`src/rtl/ivrf.sv`:
```
module ivrf #(
  parameter int NREG  = 4,
  parameter int DEPTH = 8,
  parameter int WIDTH = 32,
  localparam int RW = (NREG > 1) ? $clog2(NREG) : 1,
  localparam int AW = (DEPTH > 1) ? $clog2(DEPTH) : 1,
  localparam int LW = $clog2(DEPTH + 1)
) (
  input  logic             clk,
  input  logic             rst_n,
  input  logic             cmd_go,
  input  logic             cmd_store,
  input  logic [RW-1:0]    cmd_reg,
  input  logic [LW-1:0]    cmd_len,
  input  logic             fill_valid,
  input  logic [WIDTH-1:0] fill_data,
  output logic             fill_ready,
  input  logic             src_en,
  input  logic [RW-1:0]    src_reg,
  output logic [WIDTH-1:0] src_data,
  input  logic             dst_en,
  input  logic [RW-1:0]    dst_reg,
  input  logic [WIDTH-1:0] dst_data,
  input  logic [NREG-1:0]  ptr_rst,
  output logic [NREG-1:0]  eov,
  output logic             acc_err,
  input  logic             drain_go,
  input  logic [RW-1:0]    drain_reg,
  output logic             drain_valid,
  input  logic             drain_ready,
  output logic [WIDTH-1:0] drain_data,
  output logic             drain_last
);
  logic [WIDTH-1:0] mem [NREG][DEPTH];
  logic [LW-1:0]    ptr [NREG];
  logic [LW-1:0]    len [NREG];
  logic [NREG-1:0]  st_v;

  logic          fill_act;
  logic [RW-1:0] fill_reg;
  logic [LW-1:0] fill_cnt;
  logic          dr_act;
  logic [RW-1:0] dr_reg;
  logic [LW-1:0] dr_cnt;

  wire [LW-1:0] len_in = (cmd_len > LW'(DEPTH)) ? LW'(DEPTH) : cmd_len;

  for (genvar r = 0; r < NREG; r++) begin : g_reg
    logic [LW-1:0] ptr_q, len_q;
    logic          st_q;
    wire hit  = cmd_go && (cmd_reg == RW'(r));
    wire used = (src_en && (src_reg == RW'(r))) || (dst_en && (dst_reg == RW'(r)));

    always_ff @(posedge clk) begin
      if (!rst_n) begin
        ptr_q <= '0;
        len_q <= '0;
        st_q  <= 1'b0;
      end else if (hit) begin
        ptr_q <= '0;
        len_q <= len_in;
        st_q  <= cmd_store;
      end else if (ptr_rst[r]) begin
        ptr_q <= '0;
      end else if (used && (ptr_q < len_q)) begin
        ptr_q <= ptr_q + 1'b1;
      end
    end

    assign ptr[r]  = ptr_q;
    assign len[r]  = len_q;
    assign st_v[r] = st_q;
    assign eov[r]  = (ptr_q >= len_q);
  end

  assign src_data = (src_en && !eov[src_reg]) ? mem[src_reg][ptr[src_reg][AW-1:0]] : '0;
  assign acc_err  = (src_en && eov[src_reg]) || (dst_en && eov[dst_reg]);

  always_ff @(posedge clk) begin
    if (dst_en && !eov[dst_reg])
      mem[dst_reg][ptr[dst_reg][AW-1:0]] <= dst_data;
    if (fill_act && fill_valid)
      mem[fill_reg][fill_cnt[AW-1:0]] <= fill_data;
  end

  assign fill_ready = fill_act;

  always_ff @(posedge clk) begin
    if (!rst_n) begin
      fill_act <= 1'b0;
      fill_reg <= '0;
      fill_cnt <= '0;
    end else if (cmd_go && !cmd_store) begin
      fill_act <= (len_in != '0);
      fill_reg <= cmd_reg;
      fill_cnt <= '0;
    end else if (fill_act && fill_valid) begin
      fill_cnt <= fill_cnt + 1'b1;
      if (fill_cnt == len[fill_reg] - 1'b1) fill_act <= 1'b0;
    end
  end

  assign drain_valid = dr_act;
  assign drain_data  = mem[dr_reg][dr_cnt[AW-1:0]];
  assign drain_last  = dr_act && (dr_cnt == len[dr_reg] - 1'b1);

  always_ff @(posedge clk) begin
    if (!rst_n) begin
      dr_act <= 1'b0;
      dr_reg <= '0;
      dr_cnt <= '0;
    end else if (!dr_act) begin
      if (drain_go && st_v[drain_reg] && (len[drain_reg] != '0)) begin
        dr_act <= 1'b1;
        dr_reg <= drain_reg;
        dr_cnt <= '0;
      end
    end else if (drain_ready) begin
      if (drain_last) dr_act <= 1'b0;
      dr_cnt <= dr_cnt + 1'b1;
    end
  end
endmodule


```
`config.mk`:
```
export PLATFORM = sky130hd
export DESIGN_NAME = ivrf
export DESIGN_NICKNAME = d
export VERILOG_FILES = /design/src/rtl/ivrf.sv
export SDC_FILE = /design/constraint.sdc
export NUM_CORES = 2
export LEC_CHECK = 0
export ABC_CLOCK_PERIOD_IN_PS = 7500
export BUFFER_PORTS_ARGS = -buffer_cell sky130_fd_sc_hd__buf_2
export CORE_MARGIN = 4
export CORE_UTILIZATION = 30
export CTS_CLUSTER_DIAMETER = 30
export DETAILED_ROUTE_END_ITERATION = 12
export GPL_ROUTABILITY_DRIVEN = 1
export SETUP_SLACK_MARGIN = 0.02
export SLEW_MARGIN = 10
export SYNTH_ARGS = -nofsm -noshare
export SYNTH_HDL_FRONTEND = slang
export SYNTH_SLANG_ARGS = --single-unit
```
`constraint.sdc`:
```
create_clock -name clk -period 7.5 [get_ports clk]
set_input_delay 0.75 -clock clk [delete_from_list [all_inputs] [get_ports clk]]
set_output_delay 0.75 -clock clk [all_outputs]
set_load 0.005 [all_outputs]
```
### Yosys cells after proc, flatten, opt, wreduce, memory -nomap -nowiden

Memories as Yosys holds them, arrays and structs flattened. A register that Yosys moved wholly into a read port is not among the register bits.
Cells that the tools add are included.

| word-level totals | value |
|---|---|
| register bits after elaboration | 50 |
| memory bits (writable) | 1,024 |
| input bits | 89 |
| word-level logic and storage cells | 173 |
| memories | 1 |

| operators by class | value |
|---|---|
| $add $sub $neg | 8 |
| magnitude comparators | 23 |
| eq/ne operators | 12 |
| muxes and demuxes | 49 |
| bitwise logic cells | 11 |
| reduce and logical (&&, ||, !) cells | 51 |

Memories:

| name | words | bits a word | read ports | clocked after memory_dff | wr ports | line | text |
|---|---|---|---|---|---|---|---|
| mem | 4 | 256 | 2 | 1 | 2 | 34 | `logic [WIDTH-1:0] mem [NREG][DEPTH];` |

Operator list:

| cell | count |
|---|---|
| 2-to-1 mux 256 bit | 2 |
| 2-to-1 mux 32 bit | 7 |
| binary-select mux 32 bit (select 3 bit) | 2 |
| demux 32 bit (select 3 bit) | 2 |
| binary-select mux 4 bit (select 2 bit) | 5 |
| 2-to-1 mux 4 bit | 10 |
| logical AND 1 bit | 27 |
| adder 4 x 1 -> 4 bit, second input constant | 6 |
| >= comparator 4 bit | 4 |
| >= comparator 4 bit, second input constant | 4 |
| < comparator 4 bit | 4 |
| NOT 3 -> 4 bit | 4 |
| >= comparator 3 bit, second input constant | 5 |
| NOT 2 -> 3 bit | 5 |
| equality test 2 bit, second input constant | 6 |
| 2-to-1 mux 1 bit | 12 |
| 2-to-1 mux 3 bit | 4 |
| OR reduction 3 bit | 4 |
| < comparator 2 x 3 -> 1 bit, second input constant | 3 |
| equality test 4 bit | 2 |
| < comparator 4 x 1 -> 1 bit, second input constant | 2 |
| nonzero test 4 bit | 2 |
| subtractor 4 x 1 -> 4 bit, second input constant | 2 |
| binary-select mux 1 bit (select 2 bit) | 3 |
| other kinds (11) | 27 |

### Depth between registers and ports, before layout

| logic depth | value |
|---|---|
| depth in word-level cells | 10 |
| gate-level depth with buffers | 9 |
| depth with buffers taken out | 8 |

### Worst setup path before layout

Ideal clock, no wire load.

| timing | value |
|---|---|
| kind | input to register |
| start point | in dst_reg[1] |
| end point | mem mem[0][128] in the netlist's numbering, enable pin |
| setup time | 0.466 ns |
| arrival | 4.302 ns |
| data required time | 7.034 ns |
| path slack | 2.732 ns |
| stages on the path | 6 |
| buffers on the path | 2 |
| cell sequence | clkbuf_1 mux4_2 nor2b_1 buf_1 nand2_1 o21ai_0 |

RTL lines:

| what | line | text |
|---|---|---|
| start, declared | 22 | `input logic [RW-1:0] dst_reg,` |
| end, declared | 34 |  |

### Worst setup path in the final report

| timing | value |
|---|---|
| start point | in src_reg[1] |
| end point | out src_data[23] |

| on the way | value |
|---|---|
| word-level cells in the longest chain between the ends | 9 |
| elaborated cells on any way between the ends | 14 |
| classes of those cells | mux (9); bitwise (2); reduce/logical (2); memory (1) |

Ends and longest elaborated chain:

| what | line | text |
|---|---|---|
| start, declared | 19 | `input logic [RW-1:0] src_reg,` |
| NOT 2 -> 3 bit (not written as such) | 76 | `assign src_data = (src_en && !eov[src_reg]) ? mem[src_reg][ptr[src_reg][AW-1:0]] : '0;` |
| binary-select mux 4 bit (select 2 bit) | 76 |  |
| 2-to-1 mux 3 bit (not written as such) (2 in a row) | 76 |  |
| NOT 3 -> 4 bit (not written as such) | 76 |  |
| binary-select mux 32 bit (select 3 bit) | 76 |  |
| 2-to-1 mux 32 bit (not written as such) (2 in a row) | 76 |  |
| 2-to-1 mux 32 bit * | 76 |  |
| end, declared | 20 | `output logic [WIDTH-1:0] src_data,` |

Mark *: on every way between the ends. The rest lies on a longest branch, timed or not. The select of a mux whose other input is x is not followed.

==> impl_metrics.yaml <==
clock_tree:
  htree_levels: 5
  clkTransAtPathRegs_ps: 40
  cts.sinks: 1076
  worstSkewPairLatency_ps: 910
  postCtsSetupRepairBufs: 0
  cts_inserted_buffers: 280
  hold_buffers: 0
  cts.root.buffer_cell: "clkbuf_16"
  post_cts_resized: 0
  cts_max_path_buffers: 4
  cts_tree: "yes"
timing:
  setup_slack_ps: 2020
  finalWorstPathRequiredPeriod_ps: 5480
  finClkSkew_ps: 59.4
  grt_setup_unrepaired: "false"
  final-hold-violation-count: 0
  timing.fmax_mhz: 182
  worst-slew-pin-transition_ps: 1220
  tns_ps: 0
  number_of_setup_violations_in_the_final_report: 0
  slew-limit-headroom_pct: 18.6
  layout_worst_path_cycle_share_pct: 73.1
  slew_viol_final: 0
detailed_routing:
  drt-vias-per-instance: 5.87
  highest_layer: "met5"
  number_of_design_rule_violations_left_by_the_first_detailed_router_iteration: 4918
  met3WireLength_um: 20100
  routed_wire_length_per_instance_um: 32.8
  post-route-drc-count: 0
  met2_length_um: 108000
  route.layer.met1.wl_um: 89300
  drtPass1Iterations: 5
  postRouteAntennaNets: 0
  postRouteWirelength_um: 226000
  detailroute.via_count: 40518
synthesis:
  postSynthRegisterBits: 1076
  synth_ff_type: "edfxtp_1"
  post_synth_main_area_contributors: "edfxtp_1, mux4_2, mux2_2, clkbuf_1, dfxtp_1"
  async_reset_ff_share_pct: 0
  synth_seq_area_share_pct: 50.0
  netlist.area_leader.share_pct: 48.3
  ys_warn_count: 0
  summed_instance_area_of_the_synthesized_netlist_sq_mm: 0.0636
  netlist.top_cell.by_area: "edfxtp_1"
  netlist-cell-type-count: 56
  syn-mean-instance-area_sq_um: 16.6
  synth_edf_count: 1024
  synthCells: 3843
  mappedNetlistNets: 3956
min_path:
  timing.hold.worst_path_depth: 3
  holdPathEnd: "fill_reg[0]"
  min_path_type: "in2reg"
  min-delay-start: "cmd_reg[0]"
job:
  max_cap_violations: 0
global_route:
  grt_pass1_wl_um: 317000
  overflow_left_after_global_routing: 0
  gr-usage-all-layers_pct: 20.3
  antenna_found_initial: 28
  grt_max_degree: 133
  first_global_vias: 41341
worst_setup_path:
  reg2reg_to: "mem[2][192]"
  worstPathArrival_ps: 4730
  critical_path.reg2reg.startpoint: "fill_cnt[0]"
  endpoint_kind: "output port"
  worst_r2r_path_depth: 5
  critPathMaxFanout: 79
  worstSetupStartpointType: "input pin"
  worstSetupPathType: "in2out"
  crit_required_ps: 6750
  rrSetupSlack_ps: 3090
die:
  fp.dieH_um: 468
  core_sq_mm: 0.210
  boundaryPins: 161
  die_area_sq_mm: 0.219
  floorplan.initialDensity_pct: 30.3
  placementRows: 168
  die_w_um: 468
pwr:
  power.density_mw_per_mm2: 255
  power.leakage_nw: 23.9
  vdd_drop_max_mv: 0.208
final_layout:
  fillerInstances: 19808
  area_growth_pct: 19.7
  combined_flip_flop_and_latch_cell_area_sq_mm: 0.0318
  largest_reg_flops: 1024
  layout_common_cells: "mux2_2, edfxtp_1, mux4_2, clkbuf_16, buf_2"
  share_of_cells_above_drive_strength_1_pct: 59.4
  finalNetCount: 4003
  stdcell_area_sq_mm: 0.0762
  multi_input_area_sq_mm: 0.0303
  most_common_library_cell_in_the_layout_ignoring_fill_and_taps: "mux2_2"
placed_design:
  portBuffers: 160
  place.gp.congestion: 0.784
  dp_slack_ps: 1930
  post_detailed_placement_half_perimeter_wirelength_um: 120000
  postPlaceCellArea_sq_mm: 0.0673
run_status:
  outcome: "complete, no violations"
-- area by class of cell --
| class | instances | area share, % |
|---|---|---|
| clock inverter | 160 | 2.19 |
| sequential | 1076 | 41.8 |
| antenna | 9 | 0.0296 |
| inverter | 32 | 0.158 |
| clock buffer | 319 | 9.45 |
| multi-input combinational | 2258 | 39.8 |
| tap | 2805 | 4.61 |
| timing repair buffer | 242 | 2.02 |
-- power breakdown --
part	leakage (nW)	internal [mW]	switching, mW	total (mW)
logic	9.96	0.594	0.659	1.25
registers	9.63	6.63	0.0292	6.66
clock network	4.29	7.85	3.63	11.5
-- kinds of logic after synthesis --
kind of cell	Yosys count	share of synthesized area (%)
buf+inv	509	3.46
compound gates	170	1.88
mux	1796	42.1
xor+xnor	15	0.207
flops	1076	50.0
simple gates	253	1.94
fa+ha+maj	24	0.472
-- cells in the mapped netlist, drive strengths merged, types with 4 or more instances --
library cell / n
nand2: 64
nand2b: 9
o31ai: 7
nor3: 37
a21oi: 19
a22oi: 32
nor2: 65
inv: 31
ha: 24
mux2i: 86
xnor2: 11
and2: 4
mux4: 590
nand3: 25
o21ai: 27
edfxtp: 1024
o221ai: 33
o22ai: 19
nor4: 4
buf: 193
nand3b: 8
o21a: 9
mux2: 1120
o21bai: 4
dfxtp: 52
nor3b: 5
or4: 7
clkbuf: 284
xor2: 4
nor2b: 15
-- how the worst max path moves through the flow --
stage,depth (start not counted),endpoint,start
after floorplan,6,mem[0][128],dst_reg[1]
after global placement,8,src_data[23],src_reg[1]
after detailed placement,8,src_data[23],src_reg[1]
after CTS,8,src_data[23],src_reg[1]
after global routing,9,src_data[31],g_reg[0].ptr_q[0]
final,8,src_data[23],src_reg[1]
-- worst max-delay path, stage by stage --
cell,delay (ps)
buf_8,540
mux4_4,1210
buf_4,760
mux2i_1,160
a22oi_1,230
o221ai_1,180
nor3_1,560
buf_2,230
-- layer usage --
layer	vias up	global-route usage [%]
met5	-	0
met3	566	4.35
li1	15999	-
met2	2255	33.0
met1	21692	26.4
met4	6	7.89
-- per-stage QoR --
step	cells	hold WS, ps	util (%)	power, mW
after detailed placement	6413	473	32.0	8.01
after CTS	6892	139	36.2	19.5
final	6901	194	36.2	19.4
after global routing	6896	195	36.2	19.9
after global placement	6413	463	32.0	7.99
after floorplan	3843	453	-	7.64
Power figures use the tool's default switching activity.
